### src/rtl/rsr_pkg.sv
// Package: shared types for the resolver readout sequencer.
// Assumes: nothing beyond IEEE 1800-2017.
package rsr_pkg;

    // Sequencer phases
    typedef enum logic [1:0] {
        ST_IDLE  = 2'd0,
        ST_SETUP = 2'd1,
        ST_XFER  = 2'd2,
        ST_HOLD  = 2'd3
    } rd_state_e;

    // Read settings captured at the request
    typedef struct packed {
        logic       vel;
        logic       hyst;
        logic [1:0] res;
    } rd_cfg_t;

endpackage

### src/rtl/rsr_spi_rx.sv
// Module: serial receiver, clock polarity 1 / phase 1, MSB first.
// Drives chip select low on start and toggles the serial clock every
// SCLK_HALF system clocks. Each rising serial edge shifts in one bit.
// After WORD_W bits and one further half period it releases chip select
// and pulses done. Assumes: SCLK_HALF >= 1; start is ignored while active.
module rsr_spi_rx #(
    parameter int WORD_W    = 16,
    parameter int SCLK_HALF = 2
) (
    input  logic              clk,
    input  logic              rst_n,
    input  logic              start_i,
    input  logic              abort_i,
    input  logic              miso_i,
    output logic              sclk_o,
    output logic              cs_n_o,
    output logic              done_o,
    output logic [WORD_W-1:0] word_o
);
    localparam int DIV_W = (SCLK_HALF < 2) ? 1 : $clog2(SCLK_HALF);
    localparam int NB_W  = $clog2(WORD_W + 1);
    localparam logic [DIV_W-1:0] DIV_LAST = DIV_W'(SCLK_HALF - 1);
    localparam logic [NB_W-1:0]  NB_LAST  = NB_W'(WORD_W);

    logic              active_q;
    logic              sclk_q;
    logic              cs_n_q;
    logic              done_q;
    logic [DIV_W-1:0]  div_q;
    logic [NB_W-1:0]   nbit_q;
    logic [WORD_W-1:0] shift_q;
    logic              edge_due;

    assign edge_due = active_q && (div_q == DIV_LAST);

    // Frame control, clock generation and data capture
    always_ff @(posedge clk) begin
        if (!rst_n) begin
            active_q <= 1'b0;
            sclk_q   <= 1'b1;
            cs_n_q   <= 1'b1;
            done_q   <= 1'b0;
            div_q    <= '0;
            nbit_q   <= '0;
            shift_q  <= '0;
        end else begin
            done_q <= 1'b0;
            if (abort_i) begin
                active_q <= 1'b0;
                sclk_q   <= 1'b1;
                cs_n_q   <= 1'b1;
            end else if (start_i && !active_q) begin
                active_q <= 1'b1;
                cs_n_q   <= 1'b0;
                sclk_q   <= 1'b1;
                div_q    <= '0;
                nbit_q   <= '0;
            end else if (active_q) begin
                if (!edge_due) begin
                    div_q <= div_q + 1'b1;
                end else begin
                    div_q <= '0;
                    if (nbit_q == NB_LAST) begin
                        active_q <= 1'b0;
                        cs_n_q   <= 1'b1;
                        done_q   <= 1'b1;
                    end else if (sclk_q) begin
                        sclk_q <= 1'b0;
                    end else begin
                        sclk_q  <= 1'b1;
                        shift_q <= {shift_q[WORD_W-2:0], miso_i};
                        nbit_q  <= nbit_q + 1'b1;
                    end
                end
            end
        end
    end

    assign sclk_o = sclk_q;
    assign cs_n_o = cs_n_q;
    assign done_o = done_q;
    assign word_o = shift_q;

endmodule

### src/rtl/rsr_align.sv
// Module: resolution alignment of the raw word (combinational).
// Resolution = MIN_RES + RES_STEP * code. Velocity words are shifted
// arithmetically (sign fill from the top raw bit). Position words are
// shifted logically only when hysteresis is set, otherwise passed as is.
// Assumes: MIN_RES + 3*RES_STEP <= WORD_W.
module rsr_align #(
    parameter int WORD_W   = 16,
    parameter int MIN_RES  = 10,
    parameter int RES_STEP = 2
) (
    input  logic [WORD_W-1:0] raw_i,
    input  logic [1:0]        res_sel_i,
    input  logic              vel_i,
    input  logic              hyst_i,
    output logic [WORD_W-1:0] data_o
);
    localparam int SH_W = $clog2(WORD_W + 1);

    logic [SH_W-1:0] shamt;

    // Shift amount from the resolution code
    always_comb begin
        shamt = SH_W'(WORD_W - MIN_RES) - SH_W'(RES_STEP * int'(res_sel_i));
    end

    // Mode-dependent alignment
    always_comb begin
        if (vel_i) begin
            data_o = WORD_W'($signed(raw_i) >>> shamt);
        end else if (hyst_i) begin
            data_o = raw_i >> shamt;
        end else begin
            data_o = raw_i;
        end
    end

endmodule

### src/rtl/rsr_readout.sv
// Module: resolver sample readout sequencer (top).
// Sequence per request: strobe low -> wait SETUP_CYC -> mode pins and
// serial read -> strobe high -> wait HOLD_CYC -> valid pulse.
// Assumes: SETUP_CYC >= 1, HOLD_CYC >= 1, SCLK_HALF >= 1; requests
// arriving while busy are dropped; abort acts in setup and transfer.
module rsr_readout #(
    parameter int WORD_W    = 16,
    parameter int SETUP_CYC = 6,
    parameter int HOLD_CYC  = 2,
    parameter int SCLK_HALF = 2,
    parameter int MIN_RES   = 10,
    parameter int RES_STEP  = 2
) (
    input  logic              clk,
    input  logic              rst_n,
    input  logic              req_i,
    input  logic              abort_i,
    input  logic              vel_sel_i,
    input  logic [1:0]        res_sel_i,
    input  logic              hyst_en_i,
    output logic              sample_n_o,
    output logic              mode_a0_o,
    output logic              mode_a1_o,
    output logic              sclk_o,
    output logic              cs_n_o,
    input  logic              miso_i,
    output logic              busy_o,
    output logic              valid_o,
    output logic [WORD_W-1:0] data_o
);
    import rsr_pkg::*;

    localparam int CNT_MAX = (SETUP_CYC > HOLD_CYC) ? SETUP_CYC : HOLD_CYC;
    localparam int CNT_W   = $clog2(CNT_MAX + 1);
    localparam logic [CNT_W-1:0] SETUP_LAST = CNT_W'(SETUP_CYC - 1);
    localparam logic [CNT_W-1:0] HOLD_LAST  = CNT_W'(HOLD_CYC - 1);

    rd_state_e         state_q;
    rd_cfg_t           cfg_q;
    logic [CNT_W-1:0]  cnt_q;
    logic              aborted_q;
    logic              sample_n_q;
    logic              a0_q;
    logic              a1_q;
    logic              valid_q;
    logic [WORD_W-1:0] result_q;

    logic              spi_start;
    logic              spi_abort;
    logic              spi_done;
    logic [WORD_W-1:0] spi_word;
    logic [WORD_W-1:0] aligned;

    // Transfer start at the end of the setup wait unless aborted
    assign spi_start = (state_q == ST_SETUP) && (cnt_q == SETUP_LAST) && !abort_i;
    assign spi_abort = (state_q == ST_XFER) && abort_i;

    rsr_spi_rx #(
        .WORD_W    (WORD_W),
        .SCLK_HALF (SCLK_HALF)
    ) u_spi (
        .clk     (clk),
        .rst_n   (rst_n),
        .start_i (spi_start),
        .abort_i (spi_abort),
        .miso_i  (miso_i),
        .sclk_o  (sclk_o),
        .cs_n_o  (cs_n_o),
        .done_o  (spi_done),
        .word_o  (spi_word)
    );

    rsr_align #(
        .WORD_W   (WORD_W),
        .MIN_RES  (MIN_RES),
        .RES_STEP (RES_STEP)
    ) u_align (
        .raw_i     (spi_word),
        .res_sel_i (cfg_q.res),
        .vel_i     (cfg_q.vel),
        .hyst_i    (cfg_q.hyst),
        .data_o    (aligned)
    );

    // Sequencer: strobe, mode pins, waits and result capture
    always_ff @(posedge clk) begin
        if (!rst_n) begin
            state_q    <= ST_IDLE;
            cfg_q      <= '0;
            cnt_q      <= '0;
            aborted_q  <= 1'b0;
            sample_n_q <= 1'b1;
            a0_q       <= 1'b1;
            a1_q       <= 1'b0;
            valid_q    <= 1'b0;
            result_q   <= '0;
        end else begin
            valid_q <= 1'b0;
            case (state_q)
                ST_IDLE: begin
                    if (req_i) begin
                        cfg_q      <= '{vel: vel_sel_i, hyst: hyst_en_i, res: res_sel_i};
                        sample_n_q <= 1'b0;
                        cnt_q      <= '0;
                        aborted_q  <= 1'b0;
                        state_q    <= ST_SETUP;
                    end
                end
                ST_SETUP: begin
                    if (abort_i) begin
                        sample_n_q <= 1'b1;
                        aborted_q  <= 1'b1;
                        cnt_q      <= '0;
                        state_q    <= ST_HOLD;
                    end else if (spi_start) begin
                        a0_q    <= 1'b0;
                        a1_q    <= cfg_q.vel;
                        state_q <= ST_XFER;
                    end else begin
                        cnt_q <= cnt_q + 1'b1;
                    end
                end
                ST_XFER: begin
                    if (abort_i) begin
                        sample_n_q <= 1'b1;
                        aborted_q  <= 1'b1;
                        cnt_q      <= '0;
                        state_q    <= ST_HOLD;
                    end else if (spi_done) begin
                        result_q   <= aligned;
                        sample_n_q <= 1'b1;
                        cnt_q      <= '0;
                        state_q    <= ST_HOLD;
                    end
                end
                ST_HOLD: begin
                    if (cnt_q == HOLD_LAST) begin
                        valid_q <= !aborted_q;
                        a0_q    <= 1'b1;
                        a1_q    <= 1'b0;
                        state_q <= ST_IDLE;
                    end else begin
                        cnt_q <= cnt_q + 1'b1;
                    end
                end
                default: state_q <= ST_IDLE;
            endcase
        end
    end

    assign sample_n_o = sample_n_q;
    assign mode_a0_o  = a0_q;
    assign mode_a1_o  = a1_q;
    assign busy_o     = (state_q != ST_IDLE);
    assign valid_o    = valid_q;
    assign data_o     = result_q;

endmodule

### config.mk
export PLATFORM = sky130hd
export DESIGN_NAME = rsr_readout
export DESIGN_NICKNAME = d
export VERILOG_FILES = /design/src/rtl/rsr_pkg.sv /design/src/rtl/rsr_spi_rx.sv /design/src/rtl/rsr_align.sv /design/src/rtl/rsr_readout.sv
export SDC_FILE = /design/constraint.sdc
export NUM_CORES = 1
export LEC_CHECK = 0
export BUFFER_PORTS_ARGS = -buffer_cell sky130_fd_sc_hd__buf_2
export CAP_MARGIN = 15
export CORE_AREA = 3 3 78 95
export DETAILED_ROUTE_END_ITERATION = 7
export DIE_AREA = 0 0 81 98
export PLACE_DENSITY = 0.63
export SYNTH_ARGS = -nofsm -noshare
export SYNTH_HDL_FRONTEND = slang
export SYNTH_SLANG_ARGS = --single-unit
### constraint.sdc
create_clock -name clk -period 3.75 [get_ports clk]
set_input_delay 0.375 -clock clk [delete_from_list [all_inputs] [get_ports clk]]
set_output_delay 0.375 -clock clk [all_outputs]
set_load 0.01 [all_outputs]
Word level (Yosys, flattened, before mapping)
Cells that the tools add are included.

word-level totals
  logic and storage cells = 131
  flip-flop bits (word level) = 56

operators by class
  equal/unequal tests = 18
  bitwise gates (word level) = 8
  reduce and logical (&&, ||, !) cells = 33
  mux-type cells = 48
  shift-type cells = 2
  add/sub/neg operators = 4

operators with widths
  kind                   count
  $mux W16               2
  $mux W5                5
  $mux W1                23
  $mux W3                6
  $reduce_and A4 Y1      4
  $shr A16 B5 Y16        1
  $sshr A16 B5 Y16       1
  $reduce_and A3 Y1      5
  $mux W2                6
  $ne A2 B2 Y1 const B   6
  $pmux W3 S4            1
  $reduce_bool A2 Y1     6
  $not A1 Y1             8
  $pmux W2 S4            1
  $ne A2 B1 Y1 const B   3
  $ne A3 B2 Y1 const B   2
  $pmux W1 S2            3
  $reduce_and A6 Y1      1
  $add A5 B1 Y5 const B  1
  $eq A5 B5 Y1 const B   1
  $logic_and A1 B1 Y1    5
  $reduce_and A5 Y1      1
  $reduce_or A5 Y1       1
  $eq A2 B2 Y1 const B   2
  14 further kinds       18

Depth between registers and ports, before layout
Gate-level depths: netlist of the first run.

  depth after elaboration = 6
  depth in mapped cells = 7

Hierarchy
From an unflattened synthesis of the first run, not the netlist that was laid out.

unflattened totals
  cells, all modules = 364
  area, all modules = 3,072.9 um2

modules (own cells, without submodules)
  module       area each (um2)  times used  sequential area each (um2)  cells each
  rsr_readout  1,343.8          1           600.6                       159
  rsr_spi_rx   1,147.4          1           520.5                       131
  rsr_align    581.8            1           0.0                         74

Worst setup path before layout of the first run
Ideal clock, no wire load.

  path kind = flip-flop to flip-flop
  from = register u_spi.nbit_q[0]
  to = register u_spi.shift_q[10], in the netlist u_spi.word_o[10]
  cell stages (with the launch flop) = 8
  slack = 1.771 ns
  data required time = 3.622 ns
  path buffers = 1
  arrival time = 1.851 ns
  period minus slack after synthesis = 1.979 ns
  library setup time = 0.128 ns
  cell sequence = dfxtp_1 -> inv_1 -> ha_1 -> and4bb_4 -> a2111oi_4 -> buf_8 -> mux2i_1 -> nor2_1

between the ends
  word-level cells in the longest chain between the ends = 3

RTL lines
  item                                RTL line          RTL
  start, declared                     rsr_spi_rx.sv:30  logic [NB_W-1:0] nbit_q;
  start signal, assigned              rsr_spi_rx.sv:72  nbit_q <= nbit_q + 1'b1;
  $eq A5 B5 Y1                        rsr_spi_rx.sv:63  if (nbit_q == NB_LAST) begin
  $not A1 Y1 (no source line)         -
  $reduce_and A6 Y1 (no source line)  -
  end signal, assigned                rsr_spi_rx.sv:71  shift_q <= {shift_q[WORD_W-2:0], miso_i};
  end, declared                       rsr_spi_rx.sv:31  logic [WORD_W-1:0] shift_q;

Every way passes these cells.
A chain may end at the register's enable or synchronous reset.

Final worst setup path of the first run
  from = register cfg_q[3] (netlist name)
  to = register result_q[3], in the netlist data_o[3]

between the ends
  word-level cells in the longest chain between the ends = 1

RTL lines
  item                    RTL line            RTL
  start, declared         rsr_readout.sv:39   rd_cfg_t cfg_q;
  start signal, assigned  rsr_readout.sv:102  cfg_q <= '{vel: vel_sel_i, hyst: hyst_en_i, res: res_sel_i};
  $mux W16                rsr_align.sv:28     if (vel_i) begin
  end signal, assigned    rsr_readout.sv:130  result_q <= aligned;
  end, declared           rsr_readout.sv:46   logic [WORD_W-1:0] result_q;

Every way passes these cells.

==> out/metrics.cfg, run 1 <==
[clock_tree]
clock_tree.root_cell = sky130_fd_sc_hd__clkbuf_8
post-cts-setup-buffer-count = 0
cts.hold.buffers_added = 0
cts_htree_levels = 2
clock_latency_of_the_later_clocked_register_in_the_worst_skew_pair_ns = 0.31
clock-sinks = 56
cts.repair.resized = 0
clk_pin_slew_worst_paths_ns = 0.10
tritoncts.num_buffers = 5
clk_path_buf_depth = 2
cts_tree = yes

[floorplan]
fp.dieArea_um2 = 7940
io_pins = 32
effective_utilization_at_floorplan_pct = 42.4
core_region_area_um2 = 6490
die_width_um = 81
fp-row-count = 32
floorplan.die.height_um = 98

[routing]
route.detailed.vias_per_inst = 5.58
drt_pre_antenna_iters = 4
post_drt_wl_per_cell_um = 15.2
drt_iter0_drc = 81
totalWireLength_um = 6370
routed-via-count = 2342
antenna_violating_nets_post_route = 0
drt_drc_violations_left = 0

[synthesis]
synth_edf_count = 0
syn-num-nets = 331
synth.yosys.warnings = 0
async_flop_share_pct = 0
post_synth.cell_area_avg_um2 = 8.79
top_cells_by_count_synth = sky130_fd_sc_hd__dfxtp_1 (56), sky130_fd_sc_hd__nor2_1 (33), sky130_fd_sc_hd__a21oi_1 (27), sky130_fd_sc_hd__nand2_1 (27), sky130_fd_sc_hd__mux2i_1 (26)
synthTopCellsByArea = sky130_fd_sc_hd__dfxtp_1 (41%), sky130_fd_sc_hd__mux2i_1 (9.5%), sky130_fd_sc_hd__a21oi_1 (4.9%)
synthDominantAreaCellType = sky130_fd_sc_hd__dfxtp_1
synthCells = 313
postSynthRegisterBits = 56
synthFlopType = sky130_fd_sc_hd__dfxtp_1
post_synth_instance_area_um2 = 2750
synth_sequential_area_ratio_pct = 40.7
synth_largest_type_area_fraction_pct = 40.7
yosys.cell_count.top_type = sky130_fd_sc_hd__dfxtp_1
yosysUniqueCellTypes = 50

[outcome]
status = finished, final reports clean

[flow_run]
max_cap_viols = 0

[place]
port-buffer-count = 31
globalplace.congestion = 0.855
place_area_um2 = 2950
dpl_worst_slack_ns = 1.62
detailed_place_hpwl_um = 4610

[pwr]
power.share.combinational_pct = 22.2
leakage_nw = 1.14
cell_internal_pwr_mw = 0.909
seq_power_share_pct = 51.2
cellPowerDensity_nw_per_um2 = 433
power.clock.fraction_pct = 26.6
swShare_pct = 31.0
ir_drop_uv = 189
power.net_switching_mw = 0.409
finalPower_mw = 1.32

[critical_path]
worstSetupStartpointType = register
cp_data_arrival_time_ns = 2.39
timing.critical_path.required_ns = 3.94
critPathMaxFanout = 14
path_class = register to register
end_kind = register

[sta]
timing.final.setup_violations = 0
final_max_slew_viol_count = 0
setup_slack_ns = 1.56
setup_total_negative_slack_ns = 0
grt_setup_unrepaired = no
fmax_ghz = 0.456
period_share_pct = 58.5
finClkSkew_ns = 0.00730
fin_crit_ns = 2.19
maxSlewHeadroom_pct = 48.8
worstMarginPinSlew_ns = 0.769
timing.final.hold_violations = 0

[min_path]
timing.hold.worst.class = input port to register

[finish]
drive_gt1_share_pct = 13.7
nNetsFinal = 353
layout.filler_cells = 666
layout.core_utilization_pct = 46.9
area_delta_synth_final_pct = 10.5
final_cell_area_um2 = 3040
antennaDiodeCount = 0

[grt]
grt_usage_pct = 17.1
grt_pass1_wl_um = 10900
busiest_layer = met2
grt_antenna_before_repair = 0
first_global_vias = 2280
global_route.overflow_total = 0
grt_start_max_net_pins = 29
gr-usage-met3_pct = 3.51
met1_usage_pct = 20.8
grt_util_met2_pct = 30.0

==> area by class of cell <==
class	instances	area, um^2	area share (%)
Timing Repair Buffer	32	163	5.35
Multi-Input combinational cell	230	1520	49.9
Clock buffer	7	96.3	3.17
Sequential cell	56	1120	36.8
Tap cell	85	106	3.50
Inverter	10	37.5	1.23
==> state kept, by name (all words and copies together), names as in the netlist <==
| register | cells |
|---|---|
| u_spi.div_q | 1 |
| u_spi.word_o | 16 |
| u_spi.active_q | 1 |
| u_spi.sclk_o | 1 |
| valid_o | 1 |
| data_o | 16 |
| mode_a1_o | 1 |
| aborted_q | 1 |
| u_spi.nbit_q | 5 |
| cfg_q | 4 |
| mode_a0_o | 1 |
| u_spi.cs_n_o | 1 |
| sample_n_o | 1 |
| cnt_q | 3 |
| u_spi.done_o | 1 |
| state_q | 2 |
==> power by group through the flow <==
stage / Sequential [mW] / Clock, mW / Combinational [mW]
floorplan: 0.661 / 0 / 0.247
global placement: 0.687 / 0 / 0.287
detailed placement: 0.688 / 0 / 0.291
CTS: 0.674 / 0.366 / 0.293
global route: 0.680 / 0.387 / 0.331
finish: 0.674 / 0.351 / 0.293
==> cells in the final DEF, fill, tap and decap left out, drive strengths merged, types with 5 or more instances in the layout <==
cell type	count
o2bb2ai	6
o21ai	26
a221oi	7
ha	9
mux2i	26
nand3	8
o211ai	8
clkbuf	7
nor2	33
dfxtp	56
inv	9
buf	32
a21oi	27
or3	5
nand2	27
==> logic make-up after synthesis <==
family          Yosys count  synth area share (%)
flops                    56                  40.7
compound gates           91                  22.0
buf+inv                  27                  4.09
simple gates            100                  18.1
fa+ha+maj                 9                  4.09
xor+xnor                  1                 0.318
mux                      29                  10.7
==> metrics by stage <==
step | std cells | hold slack (ns)
3_3_place_gp | 413 | 0.444
4_1_cts | 420 | 0.294
3_5_place_dp | 413 | 0.455
6_report | 420 | 0.300
2_1_floorplan | 313 | 0.426
5_1_grt | 420 | 0.328
==> critical path, cell delays in order, from the launching register on <==
cell and delay (ns):
sky130_fd_sc_hd__dfxtp_1 0.52, sky130_fd_sc_hd__or2_0 0.65, sky130_fd_sc_hd__nand2_1 0.32, sky130_fd_sc_hd__a221oi_1 0.48, sky130_fd_sc_hd__nor2_1 0.09
==> path summary, 6_finish.rpt <==
path / startpoint / endpoint / slack (ns) / depth (start not counted)
max: cfg_q[3] / data_o[3] / 1.56 / 4
min: miso_i / u_spi.word_o[0] / 0.30 / 3
max reg2reg: cfg_q[3] / data_o[3] / 1.56 / 4
min reg2reg: data_o[15] / data_o[15] / 0.47 / 2
==> metal layers <==
metal | part of all wire, % | up-vias | wire length [um]
met2 | 51 | 36 | 3230
met3 | 3.2 | 7 | 205
met4 | 1.2 | 0 | 74
li1 | - | 1181 | -
met5 | 0 | - | 0
met1 | 45 | 1118 | 2860
Note: power is estimated with default switching activity, not from simulation.
==> inputs of run 2 (changes only) <==
clock period = 2.3 ns   (was 3.75 ns; I/O delays follow)
==> run 2 against run 1 <==
Die area unchanged. First-iteration DRC count increased by 11%. Clock skew about the same. Register-to-register slack got worse by 1.2 ns. Combinational power increased by 73%. Largest cell class unchanged.
==> out/metrics.cfg, run 2 (synthesis results as in run 1) <==
[sta]
maxSlewHeadroom_pct = 55.5
setup_total_negative_slack_ns = 0
fmax_ghz = 0.528
finClkSkew_ns = 0.00752
timing.final.hold_violations = 0
timing.final.setup_violations = 0
period_share_pct = 82.4
worstMarginPinSlew_ns = 0.666
final_max_slew_viol_count = 0
fin_crit_ns = 1.90
grt_setup_unrepaired = no
setup_slack_ns = 0.405

[critical_path]
crit_buf_inv = 2
crit_chain = inv_1 -> ha_1 -> and4bb_4 -> a2111oi_4 -> buf_4 -> mux2i_1 -> nor2_1
path_class = register to register
timing.critical_path.required_ns = 2.49
critPathSlowestCell = sky130_fd_sc_hd__dfxtp_1
cp_data_arrival_time_ns = 2.09
cpPeakStageDelay_ns = 0.39
end_kind = register
critPathMaxFanout = 16
worstSetupStartpointType = register
cpLargestDelayFamily = flip-flops

[clock_tree]
clock-sinks = 56
clk_pin_slew_worst_paths_ns = 0.10
cts.hold.buffers_added = 0
cts_htree_levels = 2
post-cts-setup-buffer-count = 0
clock_latency_of_the_later_clocked_register_in_the_worst_skew_pair_ns = 0.31
cts_tree = yes
clock_tree.root_cell = sky130_fd_sc_hd__clkbuf_8
tritoncts.num_buffers = 5
clk_path_buf_depth = 2
cts.repair.resized = 0

[place]
port-buffer-count = 31
globalplace.congestion = 0.840
place_area_um2 = 3000
dpl_worst_slack_ns = 0.404
detailed_place_hpwl_um = 4480

[routing]
routed-via-count = 2342
post_drt_wl_per_cell_um = 14.6
drt_pre_antenna_iters = 4
antenna_violating_nets_post_route = 0
totalWireLength_um = 6270
drt_drc_violations_left = 0
drt_iter0_drc = 90
route.detailed.vias_per_inst = 5.47

[finish]
most-common-layout-cells = sky130_fd_sc_hd__dfxtp_1 (56), sky130_fd_sc_hd__nor2_1 (33), sky130_fd_sc_hd__buf_2 (31)
layout.core_utilization_pct = 47.6
drive_gt1_share_pct = 15.2
layout.cells.most_common = sky130_fd_sc_hd__dfxtp_1
nNetsFinal = 360
area_delta_synth_final_pct = 12.2
final_cell_area_um2 = 3090
antennaDiodeCount = 0

[pwr]
leakage_nw = 1.17
power.net_switching_mw = 0.672
ir_drop_uv = 261
cell_internal_pwr_mw = 1.48
power.share.combinational_pct = 23.6
power.clock.fraction_pct = 25.8
cellPowerDensity_nw_per_um2 = 696
swShare_pct = 31.3
seq_power_share_pct = 50.6

[floorplan]
fp.dieArea_um2 = 7940
io_pins = 32
effective_utilization_at_floorplan_pct = 42.4
fp-row-count = 32
die_width_um = 81
floorplan.die.height_um = 98
core_region_area_um2 = 6490

[min_path]
timing.hold.worst.class = input port to register

[grt]
grt_usage_pct = 16.1
first_global_vias = 2165
grt_start_max_net_pins = 29
global_route.overflow_total = 0
grt_pass1_wl_um = 10200
grt_antenna_before_repair = 0

[flow_run]
max_cap_viols = 0

[outcome]
status = finished, final reports clean

-- run 2: cell types whose count changed in the layout (fill, tap and decap cells not counted) --
cell / change
sky130_fd_sc_hd__buf_4: +7
sky130_fd_sc_hd__clkbuf_1: +2
sky130_fd_sc_hd__clkbuf_8: -1
-- run 2: worst min-delay path: cells and delay by family --
kind,cells,cell delay (ns)
simple gates,1,0.07
mux,1,0.05
buf+inv,1,0.08
-- run 2: cell type report --
cell class	count	area, um^2
clock buffers	8	90.1
fillers	664	3400
inverters	10	37.5
multi-input cells	230	1520
flip-flops and latches	56	1120
well taps	85	106
repair buffers	39	215
-- run 2: final timing paths --
kind / to / from / slack [ns] / cells after the start
worst max-delay path: u_spi.word_o[9] / u_spi.nbit_q[0] / 0.40 / 7
worst min-delay path: u_spi.word_o[0] / miso_i / 0.16 / 3
worst max register to register: u_spi.word_o[9] / u_spi.nbit_q[0] / 0.40 / 7
worst min register to register: data_o[15] / data_o[15] / 0.47 / 2
-- run 2: through the flow --
| stage | hold slack, ns | power (mW) | instances |
|---|---|---|---|
| after floorplan | 0.377 | 1.48 | 313 |
| after global routing | 0.175 | 2.28 | 428 |
| final | 0.157 | 2.15 | 428 |
| after detailed placement | 0.461 | 1.62 | 420 |
| after global placement | 0.457 | 1.61 | 420 |
| after CTS | 0.150 | 2.18 | 428 |
-- run 2: metal layers --
| metal | GRT usage, % | up-vias | wire length, um |
|---|---|---|---|
| li1 | - | 1191 | - |
| met1 | 19.7 | 1109 | 2810 |
| met5 | 0 | - | 0 |
| met2 | 27.8 | 33 | 3170 |
| met4 | 5.59 | 0 | 119 |
| met3 | 3.14 | 9 | 164 |
-- run 2: power by group through the flow --
stage               logic, mW  registers, mW  clock network (mW)
detailed placement      0.505           1.11                   0
global placement        0.500           1.11                   0
finish                  0.507           1.09               0.554
floorplan               0.404           1.08                   0
global route            0.561           1.10               0.622
CTS                     0.508           1.09               0.579
==> inputs of run 3 (changes only) <==
clock period = 1.84 ns   (was 2.3 ns; I/O delays follow)
==> run 3 against run 2 <==
Largest cell class unchanged. First-iteration DRC count grew 79%. Worst hold slack lost 0.049 ns. Sequential share of layout area shrank 1.6 points. Highest routed layer unchanged. Routed wire length grew 4.8%. Setup slack lost 0.33 ns. Clock power grew 25%.
==> out/metrics.cfg, run 3 (synthesis results as in run 1) <==
[floorplan]
fp-row-count = 32
core_region_area_um2 = 6490
io_pins = 32
effective_utilization_at_floorplan_pct = 42.4
floorplan.die.height_um = 98
die_width_um = 81
fp.dieArea_um2 = 7940

[routing]
totalWireLength_um = 6570
drt_iter0_drc = 161
antenna_violating_nets_post_route = 0
post_drt_wl_per_cell_um = 15.1
routed-via-count = 2409
route.detailed.vias_per_inst = 5.53
drt_drc_violations_left = 0
drt_pre_antenna_iters = 5

[critical_path]
path_class = register to register
ff2ff_setup_slack_ns = 0.08
end_kind = register
worst_r2r_path_depth = 7
setup.worst_path.start = state_q[0]
critPathMaxFanout = 8
cpPeakStageDelay_ns = 0.37
timing.critical_path.required_ns = 2.03
critical_path.reg2reg.startpoint = state_q[0]
crit_chain = inv_1 -> ha_2 -> a2111oi_4 -> buf_4 -> clkbuf_16 -> mux2i_1 -> nor2_1
rr_endpoint = u_spi.word_o[9]
cp_data_arrival_time_ns = 1.96
critPathSlowestCell = sky130_fd_sc_hd__dfxtp_2
worstSetupStartpointType = register
worst_setup_path_endpoint = u_spi.word_o[9]

[place]
port-buffer-count = 31
globalplace.congestion = 0.822
place.detailed.instances = 425
detailed_place_hpwl_um = 4650

[clock_tree]
clock_latency_of_the_later_clocked_register_in_the_worst_skew_pair_ns = 0.31
clock-sinks = 56
cts_htree_levels = 2
clk_path_buf_depth = 2
cts.hold.buffers_added = 0
tritoncts.num_buffers = 5
clock_tree.root_cell = sky130_fd_sc_hd__clkbuf_8
cts_tree = yes
clk_pin_slew_worst_paths_ns = 0.10

[sta]
fmax_ghz = 0.568
timing.final.setup_violations = 0
finClkSkew_ns = 0.0119
grt_setup_unrepaired = yes
setup_total_negative_slack_ns = 0
fin_crit_ns = 1.76
maxSlewHeadroom_pct = 68.4
period_share_pct = 95.7
finalHoldWorstSlack_ns = 0.108
worstMarginPinSlew_ns = 0.474
final_max_slew_viol_count = 0
timing.final.hold_violations = 0

[finish]
layout.core_utilization_pct = 49.9
layout.filler_cells = 641
antennaDiodeCount = 0
area_delta_synth_final_pct = 17.6
instances_no_fill = 436
drive_gt1_share_pct = 21.7
most-common-layout-cells = sky130_fd_sc_hd__dfxtp_1 (53), sky130_fd_sc_hd__nor2_1 (33), sky130_fd_sc_hd__buf_2 (31)
layout.cells.most_common = sky130_fd_sc_hd__dfxtp_1
nNetsFinal = 368

[pwr]
finalPower_mw = 2.76
cellPowerDensity_nw_per_um2 = 852
leakage_nw = 1.23
ir_drop_uv = 404

[grt]
grt_usage_pct = 16.6
grt_antenna_before_repair = 0
first_global_vias = 2142
grt_start_max_net_pins = 29
global_route.overflow_total = 0
grt_pass1_wl_um = 10500

[outcome]
status = finished, final reports clean

[min_path]
timing.hold.worst.class = input port to register

[flow_run]
max_cap_viols = 0

[run 3: changes by cell type in the layout (fill, tap and decap cells not counted), sizes merged]
cell,previous run,this run
clkinvlp,0,1
buf,39,46
[run 3: final cells by class]
type / count / area, um^2 / share of cell area (%)
clock buffer: 7 / 86.3 / 2.67
multi-input combinational: 230 / 1570 / 48.5
inverter: 10 / 37.5 / 1.16
sequential: 56 / 1120 / 34.7
timing repair buffer: 47 / 305 / 9.43
clock inverter: 1 / 7.51 / 0.232
tap: 85 / 106 / 3.28
[run 3: worst min-delay path by stage]
stage / startpoint / endpoint / slack (ns) / depth (start not counted)
2_1_floorplan: miso_i / u_spi.word_o[0] / 0.33 / 2
3_3_place_gp: miso_i / u_spi.word_o[0] / 0.42 / 3
3_5_place_dp: miso_i / u_spi.word_o[0] / 0.43 / 3
4_1_cts: miso_i / u_spi.word_o[0] / 0.10 / 3
5_1_grt: miso_i / u_spi.word_o[0] / 0.11 / 3
6_report: miso_i / u_spi.word_o[0] / 0.11 / 3
[run 3: per-stage QoR]
step | setup slack [ns] | instance area, um^2
finish | 0.0790 | 3240
global route | -0.0128 | 3240
CTS | 0.0724 | 3160
detailed placement | 0.000872 | 3060
global placement | 0.125 | 3060
floorplan | -0.0224 | 2760
[run 3: metal layers]
layer / global-route usage, % / up-vias / part of all wire (%)
li1: - / 1206 / -
met1: 22.2 / 1150 / 45
met2: 27.2 / 45 / 50
met3: 3.04 / 8 / 4.0
met4: 4.29 / 0 / 1.2
met5: 0 / - / 0
[run 3: report_power, final]
group / total [mW] / switching [mW] / internal (mW) / leakage [nW]
sequential: 1.34 / 0.0647 / 1.28 / 0.454
clock: 0.692 / 0.385 / 0.307 / 0.0445
combinational: 0.724 / 0.423 / 0.301 / 0.730
[run 3: what timing repair did]
| action | CTS | global route |
|---|---|---|
| buffers inserted | 0 | 2 |
| hold endpoints to repair | 0 | 0 |
| setup endpoints to repair | 1 | 16 |
| pin swaps | 0 | 2 |
| cloned | 0 | 1 |
| gates resized for setup | 1 | 10 |
[run 3: worst max-delay path: cells and delay by family, from the launching register on]
| kind | cells | cell delay, ns |
|---|---|---|
| flops | 1 | 0.37 |
| mux | 1 | 0.18 |
| simple gates | 1 | 0.05 |
| buf+inv | 3 | 0.45 |
| fa+ha+maj | 1 | 0.25 |
| compound gates | 1 | 0.34 |
